**config.mk**
```make
export PLATFORM = sky130hd
export DESIGN_NAME = fifo_field_unpacker
export DESIGN_NICKNAME = d
export VERILOG_FILES = /design/src/rtl/fu_pkg.sv /design/src/rtl/fu_cfg_bank.sv /design/src/rtl/fu_field_extract.sv /design/src/rtl/fu_op_sequencer.sv /design/src/rtl/fifo_field_unpacker.sv
export SDC_FILE = /design/constraint.sdc
export NUM_CORES = 1
export LEC_CHECK = 0
export BUFFER_PORTS_ARGS = -buffer_cell sky130_fd_sc_hd__buf_2
export CAP_MARGIN = 40
export CORE_ASPECT_RATIO = 1.1
export CORE_UTILIZATION = 26
export DETAILED_ROUTE_END_ITERATION = 8
export SLEW_MARGIN = 15
export SYNTH_ARGS = -nofsm -noshare
export SYNTH_HDL_FRONTEND = slang
export SYNTH_SLANG_ARGS = --single-unit
```
**constraint.sdc**
```tcl
create_clock -name clk -period 3.3 [get_ports clk]
set_input_delay 0.165 -clock clk [delete_from_list [all_inputs] [get_ports clk]]
set_output_delay 0.165 -clock clk [all_outputs]
set_load 0.02 [all_outputs]
```
**src/rtl/fu_pkg.sv**
```systemverilog
package fu_pkg;
  localparam int FU_WORD_W      = 32;
  localparam int FU_FIELD_W     = 8;
  localparam int FU_NUM_OPS     = 4;
  localparam int FU_VECS_PER_REG = 2;
  localparam int FU_START_W     = $clog2(FU_WORD_W);
  localparam int FU_LENM1_W     = $clog2(FU_FIELD_W);
  localparam int FU_LEN_W       = FU_LENM1_W + 1;
  localparam int FU_VEC_W       = FU_START_W + 1 + FU_LENM1_W + 1;
  localparam int FU_NUM_REGS    = FU_NUM_OPS / FU_VECS_PER_REG;
  localparam int FU_SEL_W       = 2;
  localparam int FU_GRAN_W      = 2;
  localparam int FU_GRAN_SEL    = FU_NUM_REGS;
  localparam int FU_OP_W        = $clog2(FU_NUM_OPS);

  typedef struct packed {
    logic [FU_START_W-1:0] start;
    logic                  msb_first;
    logic [FU_LENM1_W-1:0] len_m1;
    logic                  stop;
  } fu_vec_t;

  // Reset program: plain byte split, lowest byte first
  function automatic fu_vec_t fu_default_vec(input int idx);
    fu_vec_t v;
    v.start     = FU_START_W'(idx * FU_FIELD_W);
    v.msb_first = 1'b0;
    v.len_m1    = FU_LENM1_W'(FU_FIELD_W - 1);
    v.stop      = (idx == FU_NUM_OPS - 1);
    return v;
  endfunction
endpackage

```
**src/rtl/fu_cfg_bank.sv**
```systemverilog
module fu_cfg_bank
  import fu_pkg::*;
(
  input  logic                          clk,
  input  logic                          rst,
  input  logic                          busy,
  input  logic                          cfg_we,
  input  logic [FU_SEL_W-1:0]           cfg_sel,
  input  logic [FU_WORD_W-1:0]          cfg_wdata,
  output logic [FU_NUM_OPS*FU_VEC_W-1:0] vec_flat,
  output logic [FU_GRAN_W-1:0]          gran_q
);
  // Writes are accepted only between words
  logic wr_ok;
  assign wr_ok = cfg_we && !busy;

  for (genvar g = 0; g < FU_NUM_OPS; g++) begin : g_vec
    localparam int REG_IDX = g / FU_VECS_PER_REG;
    localparam int SLOT    = g % FU_VECS_PER_REG;
    logic [FU_VEC_W-1:0] vec_q;
    always_ff @(posedge clk) begin
      if (rst)
        vec_q <= fu_default_vec(g);
      else if (wr_ok && cfg_sel == FU_SEL_W'(REG_IDX))
        vec_q <= cfg_wdata[SLOT*FU_VEC_W +: FU_VEC_W];
    end
    assign vec_flat[g*FU_VEC_W +: FU_VEC_W] = vec_q;
  end

  always_ff @(posedge clk) begin
    if (rst)
      gran_q <= '0;
    else if (wr_ok && cfg_sel == FU_SEL_W'(FU_GRAN_SEL))
      gran_q <= cfg_wdata[FU_GRAN_W-1:0];
  end

  AST_CFG_FROZEN: assert property (@(posedge clk) disable iff (rst)
    busy |=> ($stable(vec_flat) && $stable(gran_q)));
endmodule

```
**src/rtl/fu_field_extract.sv**
```systemverilog
module fu_field_extract
  import fu_pkg::*;
#(
  parameter int WORD_W  = FU_WORD_W,
  parameter int FIELD_W = FU_FIELD_W
) (
  input  logic [WORD_W-1:0]   word,
  input  fu_vec_t             vec,
  output logic [FIELD_W-1:0]  bits,
  output logic [FU_LEN_W-1:0] len
);
  localparam int POS_W = $clog2(WORD_W) + 2;

  assign len = FU_LEN_W'(vec.len_m1) + FU_LEN_W'(1);

  for (genvar k = 0; k < FIELD_W; k++) begin : g_bit
    logic [POS_W-1:0] pos;
    logic             in_len;
    // Unsigned wrap of a negative position lands far above WORD_W
    assign pos = vec.msb_first ? (POS_W'(vec.start) - POS_W'(k))
                               : (POS_W'(vec.start) + POS_W'(k));
    assign in_len = (k <= int'(vec.len_m1));
    always_comb begin
      bits[k] = 1'b0;
      if (in_len && pos < POS_W'(WORD_W))
        bits[k] = word[pos[$clog2(WORD_W)-1:0]];
    end
  end
endmodule

```
**src/rtl/fu_op_sequencer.sv**
```systemverilog
module fu_op_sequencer
  import fu_pkg::*;
(
  input  logic                    clk,
  input  logic                    rst,
  input  logic                    in_valid,
  output logic                    in_ready,
  input  logic [FU_WORD_W-1:0]    in_word,
  output logic [FU_WORD_W-1:0]    word_q,
  output logic [FU_OP_W-1:0]      op_idx,
  output logic                    busy,
  input  logic                    cur_stop,
  input  logic [FU_FIELD_W-1:0]   cur_bits,
  input  logic [FU_LEN_W-1:0]     cur_len,
  output logic                    out_valid,
  input  logic                    out_ready,
  output logic [FU_FIELD_W-1:0]   out_bits,
  output logic [FU_LEN_W-1:0]     out_len,
  output logic                    out_last
);
  logic issue, final_op;

  assign in_ready = !busy;
  assign issue    = busy && (!out_valid || out_ready);
  assign final_op = cur_stop || (op_idx == FU_OP_W'(FU_NUM_OPS - 1));

  always_ff @(posedge clk) begin
    if (rst) begin
      busy      <= 1'b0;
      op_idx    <= '0;
      word_q    <= '0;
      out_valid <= 1'b0;
      out_bits  <= '0;
      out_len   <= '0;
      out_last  <= 1'b0;
    end else begin
      if (in_valid && !busy) begin
        word_q <= in_word;
        busy   <= 1'b1;
        op_idx <= '0;
      end
      if (out_valid && out_ready)
        out_valid <= 1'b0;
      if (issue) begin
        out_valid <= 1'b1;
        out_bits  <= cur_bits;
        out_len   <= cur_len;
        out_last  <= final_op;
        if (final_op) begin
          busy   <= 1'b0;
          op_idx <= '0;
        end else begin
          op_idx <= op_idx + FU_OP_W'(1);
        end
      end
    end
  end

  AST_READY_DROPS: assert property (@(posedge clk) disable iff (rst)
    (in_valid && in_ready) |=> !in_ready);
  AST_HOLD_STABLE: assert property (@(posedge clk) disable iff (rst)
    (out_valid && !out_ready) |=> (out_valid && $stable(out_bits)
      && $stable(out_len) && $stable(out_last)));
  AST_LEN_RANGE: assert property (@(posedge clk) disable iff (rst)
    out_valid |-> (out_len >= FU_LEN_W'(1) && out_len <= FU_LEN_W'(FU_FIELD_W)));
  AST_UPPER_ZERO: assert property (@(posedge clk) disable iff (rst)
    out_valid |-> ((out_bits >> out_len) == '0));
endmodule

```
**src/rtl/fifo_field_unpacker.sv**
```systemverilog
module fifo_field_unpacker
  import fu_pkg::*;
(
  input  logic        clk,
  input  logic        rst,
  input  logic        cfg_we,
  input  logic [1:0]  cfg_sel,
  input  logic [31:0] cfg_wdata,
  output logic [1:0]  gran_code,
  input  logic        in_valid,
  output logic        in_ready,
  input  logic [31:0] in_word,
  output logic        out_valid,
  input  logic        out_ready,
  output logic [7:0]  out_bits,
  output logic [3:0]  out_len,
  output logic        out_last
);
  logic [FU_NUM_OPS*FU_VEC_W-1:0] vec_flat;
  logic [FU_WORD_W-1:0]           word_q;
  logic [FU_OP_W-1:0]             op_idx;
  logic                           busy;
  fu_vec_t                        cur_vec;
  logic [FU_FIELD_W-1:0]          cur_bits;
  logic [FU_LEN_W-1:0]            cur_len;

  fu_cfg_bank u_cfg (
    .clk(clk), .rst(rst), .busy(busy), .cfg_we(cfg_we), .cfg_sel(cfg_sel),
    .cfg_wdata(cfg_wdata), .vec_flat(vec_flat), .gran_q(gran_code)
  );

  assign cur_vec = fu_vec_t'(vec_flat[op_idx*FU_VEC_W +: FU_VEC_W]);

  fu_field_extract #(.WORD_W(FU_WORD_W), .FIELD_W(FU_FIELD_W)) u_ext (
    .word(word_q), .vec(cur_vec), .bits(cur_bits), .len(cur_len)
  );

  fu_op_sequencer u_seq (
    .clk(clk), .rst(rst), .in_valid(in_valid), .in_ready(in_ready),
    .in_word(in_word), .word_q(word_q), .op_idx(op_idx), .busy(busy),
    .cur_stop(cur_vec.stop), .cur_bits(cur_bits), .cur_len(cur_len),
    .out_valid(out_valid), .out_ready(out_ready), .out_bits(out_bits),
    .out_len(out_len), .out_last(out_last)
  );

  // Fields handed over since the last end-of-word marker
  logic [FU_OP_W:0] sent_cnt;
  always_ff @(posedge clk) begin
    if (rst)
      sent_cnt <= '0;
    else if (out_valid && out_ready)
      sent_cnt <= out_last ? '0 : sent_cnt + 1'b1;
  end

  AST_FOURTH_IS_LAST: assert property (@(posedge clk) disable iff (rst)
    out_valid |-> (sent_cnt < (FU_OP_W+1)'(FU_NUM_OPS - 1) || out_last));
endmodule

```
==> metrics, run 1 <==
Slew @ Worst Pin 0.827 ns; DP Wirelength 11200 µm; post-synthesis sequential area ratio 31.9%; top-area cell type share of the netlist area between 30% and 40%; RSZ-0062 raised after global routing false; initial antenna violation count 0; status completed; CTS Root Cell clkbuf_16; CP Launch Point u_seq.op_idx[0]; gpl congestion 0.858; MaxCap Viol Count 0; Setup crit end u_seq.out_bits[3]; num ports 88; Worst R2R Setup Slack 0.18 ns; Peak VDD IR between 0.2 and 0.25 mV; Max Root-Sink Buffers 2; initial DRC count 268; CP Cell Sequence mux4_2, inv_4, ha_1, xnor2_4, mux4_2, mux4_2, mux2i_1, o31ai_1; Initial Utilization 26.7%; grt total ovfl 0; Mapped Nets 760; Worst Reg2Reg Path Length in Cells 8; Post-synth EDFFs 0; P&R area growth vs syn 18.6%; Setup TNS 0 ns; most frequent cells in the layout 177 x nand2_1, 91 x dfxtp_1, 85 x a21oi_1; Port Buf Inserts between 70 and 80; final hold violations 0; largest net degree at the start of global routing 86; crit path kind flop to flop; Worst Clk Skew approximately 0.0095 ns; Pre-antenna DRT Iters 4; crit share post-route 94.4%; CTS tree yes; die footprint 0.0226 mm²; H-tree depth 3; min cycle time layout about 3.1 ns; drt total wl 15000 µm; drt wl/cell 14.5 µm; Slowest Stage Delay on Critical Path 0.59 ns; die height 158 µm; All-Layer GR Usage between 10% and 20%; Max FO, Critical Path 7; vias 4919; number of buffers created by CTS 9; TritonCTS sink count 91; worst path required time 3.54 ns; Non-Filler Instances 1034; Post-CTS Hold Fix Bufs 0; slowest stage cell, crit path mux4_2; ys async rst share 0%; first-pass GRT wire length 24500 µm; Synth Instances 670; core area 0.0214 mm²; pwr/cell area approximately 450 mW/mm²; reg-to-reg critical path startpoint u_seq.op_idx[0]; synth top area cells dfxtp_1 32%, nand2_1 12%, mux2i_1 11%; DP Cell Count 1016; #FFs+latches synth 91; Vias/cell 4.76; cell taking the most area after synthesis dfxtp_1; Routed Antenna Nets 0; Syn Std Cell Area around 0.0057 mm²; Chip Width 143 µm; nets@finish 829; Pins Over Slew Limit 0; Mean Syn Cell Area 8.53 µm²; crit path DAT approximately 3.4 ns; row count 56; maximum clock frequency about 320 MHz; final setup violation count 0; n_diodes 0; DRC viols 0; cell with the most instances on the worst path mux4_2; CP Launch Type flop; CP endpoint kind flop; commonest non-fill, non-tap cell in the layout nand2_1; Rel. slew slack between 40% and 50%; post-synth cell types 62; leak pwr 2.60 nW; Synth Flop Type dfxtp_1; insertion delay of the later-clocked pin in the worst-skew pair 0.36 ns; Reg clk slew, reported paths 0.07 ns; vias in the first global route 4795; layout cells sized above 1 between 20% and 30%; Worst R2R End u_seq.out_bits[3]; Hold Crit Class input port to flop; Synth Warn # 0
-- layer usage --
layer	GRT usage, %	share of wire [%]	vias up
met5	0	0	-
met4	6.28	2.6	0
met3	2.98	4.2	23
met2	23.0	49	118
met1	17.4	45	2300
li1	-	-	2478
-- layout make-up --
class	instances	area (µm²)
Sequential cell	91	1820
Fill cell	2306	14700
Clock buffer	10	229
Tap cell	290	363
Timing Repair Buffer	101	582
Multi-Input combinational cell	524	3640
Clock inverter	6	96.3
Inverter	12	51.3
-- flip-flops by register name, indices dropped and copies added, names as in the netlist --
name / flops
u_seq.word_q: 32
u_seq.out_valid: 1
u_cfg.g_vec.vec_q: 40
u_cfg.gran_q: 2
u_seq.out_bits: 8
u_seq.out_last: 1
u_seq.out_len: 4
u_seq.op_idx: 2
u_seq.busy: 1
-- how the worst min path moves through the flow --
stage | endpoint | cells past startpoint | slack (ns) | startpoint
global route | u_cfg.g_vec[0].vec_q[2] | 3 | 0.04 | cfg_wdata[2]
finish | u_cfg.g_vec[3].vec_q[2] | 3 | 0.03 | cfg_wdata[12]
detailed placement | u_cfg.g_vec[3].vec_q[2] | 3 | 0.40 | cfg_wdata[12]
floorplan | u_cfg.g_vec[2].vec_q[1] | 2 | 0.29 | cfg_wdata[1]
CTS | u_cfg.g_vec[3].vec_q[2] | 3 | 0.03 | cfg_wdata[12]
global placement | u_cfg.g_vec[1].vec_q[2] | 3 | 0.40 | cfg_wdata[12]
-- where the power goes --
part	leakage, nW	switching (mW)	internal (mW)
logic	1.70	0.384	0.293
registers	0.744	0.0427	1.15
clock network	0.155	0.474	0.674
-- logic make-up after synthesis --
group	count (synthesis)	share of synthesized area, %
AO/OA/AOI/OAI	128	13.3
XOR/XNOR	22	4.75
adder cells (fa/ha/maj)	19	4.16
buffers and inverters	55	4.79
flip-flops	91	31.9
multiplexers	87	20.2
AND/OR/NAND/NOR	268	20.9
-- cells in the mapped netlist (all sizes together), types with 2 or more instances --
| cell type | count |
|---|---|
| nand2 | 177 |
| nor2b | 6 |
| or2 | 2 |
| nand3 | 9 |
| nor2 | 26 |
| buf | 17 |
| nand2b | 10 |
| and3 | 6 |
| nand3b | 18 |
| o21ai | 9 |
| xnor2 | 18 |
| and2 | 2 |
| a311oi | 6 |
| inv | 11 |
| xor2 | 4 |
| a21o | 2 |
| mux2i | 62 |
| a21oi | 86 |
| nand4 | 3 |
| nor4b | 2 |
| ha | 19 |
| a32o | 2 |
| nor3 | 2 |
| clkbuf | 26 |
| o31ai | 2 |
| mux4 | 22 |
| mux2 | 3 |
| dfxtp | 91 |
| o2111ai | 2 |
| a31oi | 3 |
| a2111oi | 3 |
| a211oi | 3 |
| o221ai | 2 |
-- stage by stage --
step / utilization [%] / power (mW) / hold WS (ns) / instance area, µm² / setup slack (ns)
after detailed placement: 30.0 / 1.89 / 0.399 / 6430 / 0.110
after global routing: 31.6 / 3.17 / 0.0415 / 6780 / 0.00487
after global placement: 29.9 / 1.88 / 0.395 / 6410 / 0.130
after floorplan: - / 1.70 / 0.286 / 5720 / 0.00944
after CTS: 31.5 / 3.04 / 0.0272 / 6760 / 0.101
final: 31.6 / 3.02 / 0.0311 / 6780 / 0.185
-- what timing repair did --
item,in CTS,in global routing
setup buffers,0,2
endpoints found under the setup margin,0,3
gates resized for setup,0,2
-- critical path, delay by kind of cell, from the launching register on --
family	cells	cell delay (ns)
muxes	4	1.70
DFF	1	0.45
xor gates and xnor gates	1	0.35
adders and majority gates	1	0.33
AOI/OAI and AO/OA	1	0.09
buffers and inverters	1	0.07
(Power assumes the default switching activity.)
==> run 2: changes to the inputs <==
--- a/config.mk
+++ b/config.mk
@@ -8,8 +8,9 @@
 export BUFFER_PORTS_ARGS = -buffer_cell sky130_fd_sc_hd__buf_2
 export CAP_MARGIN = 40
 export CORE_ASPECT_RATIO = 1.1
-export CORE_UTILIZATION = 26
+export CORE_UTILIZATION = 44
 export DETAILED_ROUTE_END_ITERATION = 8
+export PLACE_DENSITY = 0.67
 export SLEW_MARGIN = 15
 export SYNTH_ARGS = -nofsm -noshare
 export SYNTH_HDL_FRONTEND = slang
==> run 2 against run 1 <==
Compared with the run above: worst setup slack got worse by 0.045 ns; global-route usage grew 8.2 points; routed wire length shrank 2.6%; highest routed layer unchanged.
==> metrics, run 2 (synthesis results as in run 1) <==
Pre-antenna DRT Iters 5 (+1); CTS tree yes; commonest non-fill, non-tap cell in the layout nand2_1; Setup TNS 0 ns (unchanged); Reg clk slew, reported paths 0.07 ns (about the same); drt total wl 14600 µm (-2.6%); All-Layer GR Usage 22.1% (+8.2 points); Max Root-Sink Buffers 2 (unchanged); n_diodes 0 (unchanged); DRC viols 0 (unchanged); crit path DAT 3.45 ns (+0.09 ns); most frequent cells in the layout 177 x nand2_1, 91 x dfxtp_1, 85 x a21oi_1; DP Area 0.00627 mm² (-2.5%); number of buffers created by CTS 9 (unchanged); num ports 88 (unchanged); Routed Antenna Nets 0 (unchanged); Initial Utilization 45.2% (+19 points); Port Buf Inserts 75 (unchanged); DP Wirelength 11000 µm (-1.6%); die footprint 0.0135 mm² (-40%); Rel. slew slack 42.9% (-2.0 points); RSZ-0062 raised after global routing false; min cycle time layout 3.16 ns (+0.0451 ns); Worst Clk Skew 0.0100 ns (+0.000530 ns); design area 0.00665 mm² (-2.0%); CP Launch Type flop; initial antenna violation count 0 (unchanged); Hold Crit Class input port to flop; grt total ovfl 0 (unchanged); TritonCTS sink count 91 (unchanged); H-tree depth 3 (unchanged); worst path required time 3.59 ns (+0.05 ns); Max FO, Critical Path 18 (+11); status completed; maximum clock frequency 316 MHz (-1.4%); crit share post-route 95.8% (+1.4 points); drt wl/cell 16.2 µm (+12%); CTS Root Cell clkbuf_16; Chip Width 111 µm (-23%); Non-Filler Instances 900 (-13%); max FFs per register 40 (unchanged); first-pass GRT wire length 23800 µm (-2.8%); Slew @ Worst Pin 0.854 ns (+0.0273 ns); gpl congestion 0.906 (+5.6%); pwr/cell area 466 mW/mm² (+4.6%); Peak VDD IR 0.272 mV (+25%); nets@finish 828 (-0.12%); Vias/cell 5.60 (+18%); die height 122 µm (-23%); initial DRC count 289 (+7.8%); FF+latch area 0.00182 mm² (unchanged); Pins Over Slew Limit 0 (unchanged); DP Cell Count 883 (-13%); final setup violation count 0 (unchanged); vias 5042 (+2.5%); leak pwr 2.62 nW (+0.84%); row count 43 (-23%); vias in the first global route 4881 (+1.8%); crit path kind flop to flop; MaxCap Viol Count 0 (unchanged); insertion delay of the later-clocked pin in the worst-skew pair 0.35 ns (about the same); final hold violations 0 (unchanged); Worst Reg2Reg Path Length in Cells 10 (+2); CP endpoint kind flop; core area 0.0126 mm² (-41%); footprint of the multi-input gates 0.00365 mm² (+0.31%); Fill cells 1179 (-49%); P&R area growth vs syn 16.3%; Top reg by flops u_cfg.g_vec.vec_q; Regs by FF count u_cfg.g_vec.vec_q x40, u_seq.word_q x32, u_seq.out_bits x8; largest net degree at the start of global routing 86 (unchanged); layout cells sized above 1 21.8% (+0.16 points); hold path depth 3 (unchanged)
run 2: path summary, 6_finish.rpt:
check	from	endpoint	slack, ns
setup / recovery	u_seq.op_idx[0]	u_seq.out_bits[1]	0.14
hold / removal	cfg_wdata[11]	u_cfg.g_vec[3].vec_q[1]	0.04
setup reg to reg	u_seq.op_idx[0]	u_seq.out_bits[1]	0.14
hold reg to reg	u_cfg.g_vec[1].vec_q[9]	u_cfg.g_vec[1].vec_q[9]	0.45
run 2: what timing repair did:
action / 4_1_cts / 5_1_grt
setup endpoints to repair: 0 / 2
setup buffers: 0 / 1
resized for setup: 0 / 4
hold buffers: 0 / 0
run 2: critical path, stage by stage, from the launching register on:
cell	delay [ns]
dfxtp_1	0.39
mux4_2	0.58
inv_4	0.08
ha_2	0.33
xor2_4	0.46
and3_1	0.22
a311oi_1	0.05
buf_4	0.17
mux4_2	0.45
a22oi_1	0.19
a32o_1	0.18
run 2: final cells by class:
type                    count  area share (%)
clock buffers              10            3.45
well taps                 157            2.96
clock inverters             6            1.79
flip-flops and latches     91            27.4
multi-input cells         524            54.9
inverters                  12           0.772
repair buffers            100            8.70
run 2: where the power goes:
| group | total, mW | switching, mW | internal [mW] |
|---|---|---|---|
| registers | 1.20 | 0.0427 | 1.15 |
| logic | 0.681 | 0.386 | 0.295 |
| clock network | 1.22 | 0.467 | 0.752 |
| total | 3.10 | 0.896 | 2.20 |
run 2: through the flow:
stage / hold slack (ns) / total power [mW] / utilization, % / setup slack [ns]
3_3_place_gp: 0.389 / 1.86 / 49.3 / 0.226
5_1_grt: 0.0477 / 3.22 / 52.6 / 0.00986
2_1_floorplan: 0.286 / 1.70 / - / 0.00944
6_report: 0.0428 / 3.10 / 52.6 / 0.140
3_5_place_dp: 0.397 / 1.89 / 49.6 / 0.115
4_1_cts: 0.0356 / 3.11 / 52.3 / 0.0912
run 2: per-layer routing:
layer	GRT usage [%]	share of wire, %	vias to the layer above
met5	0	0	-
li1	-	-	2482
met1	27.8	45	2428
met2	38.5	50	116
met3	4.03	3.9	16
met4	7.42	1.4	0
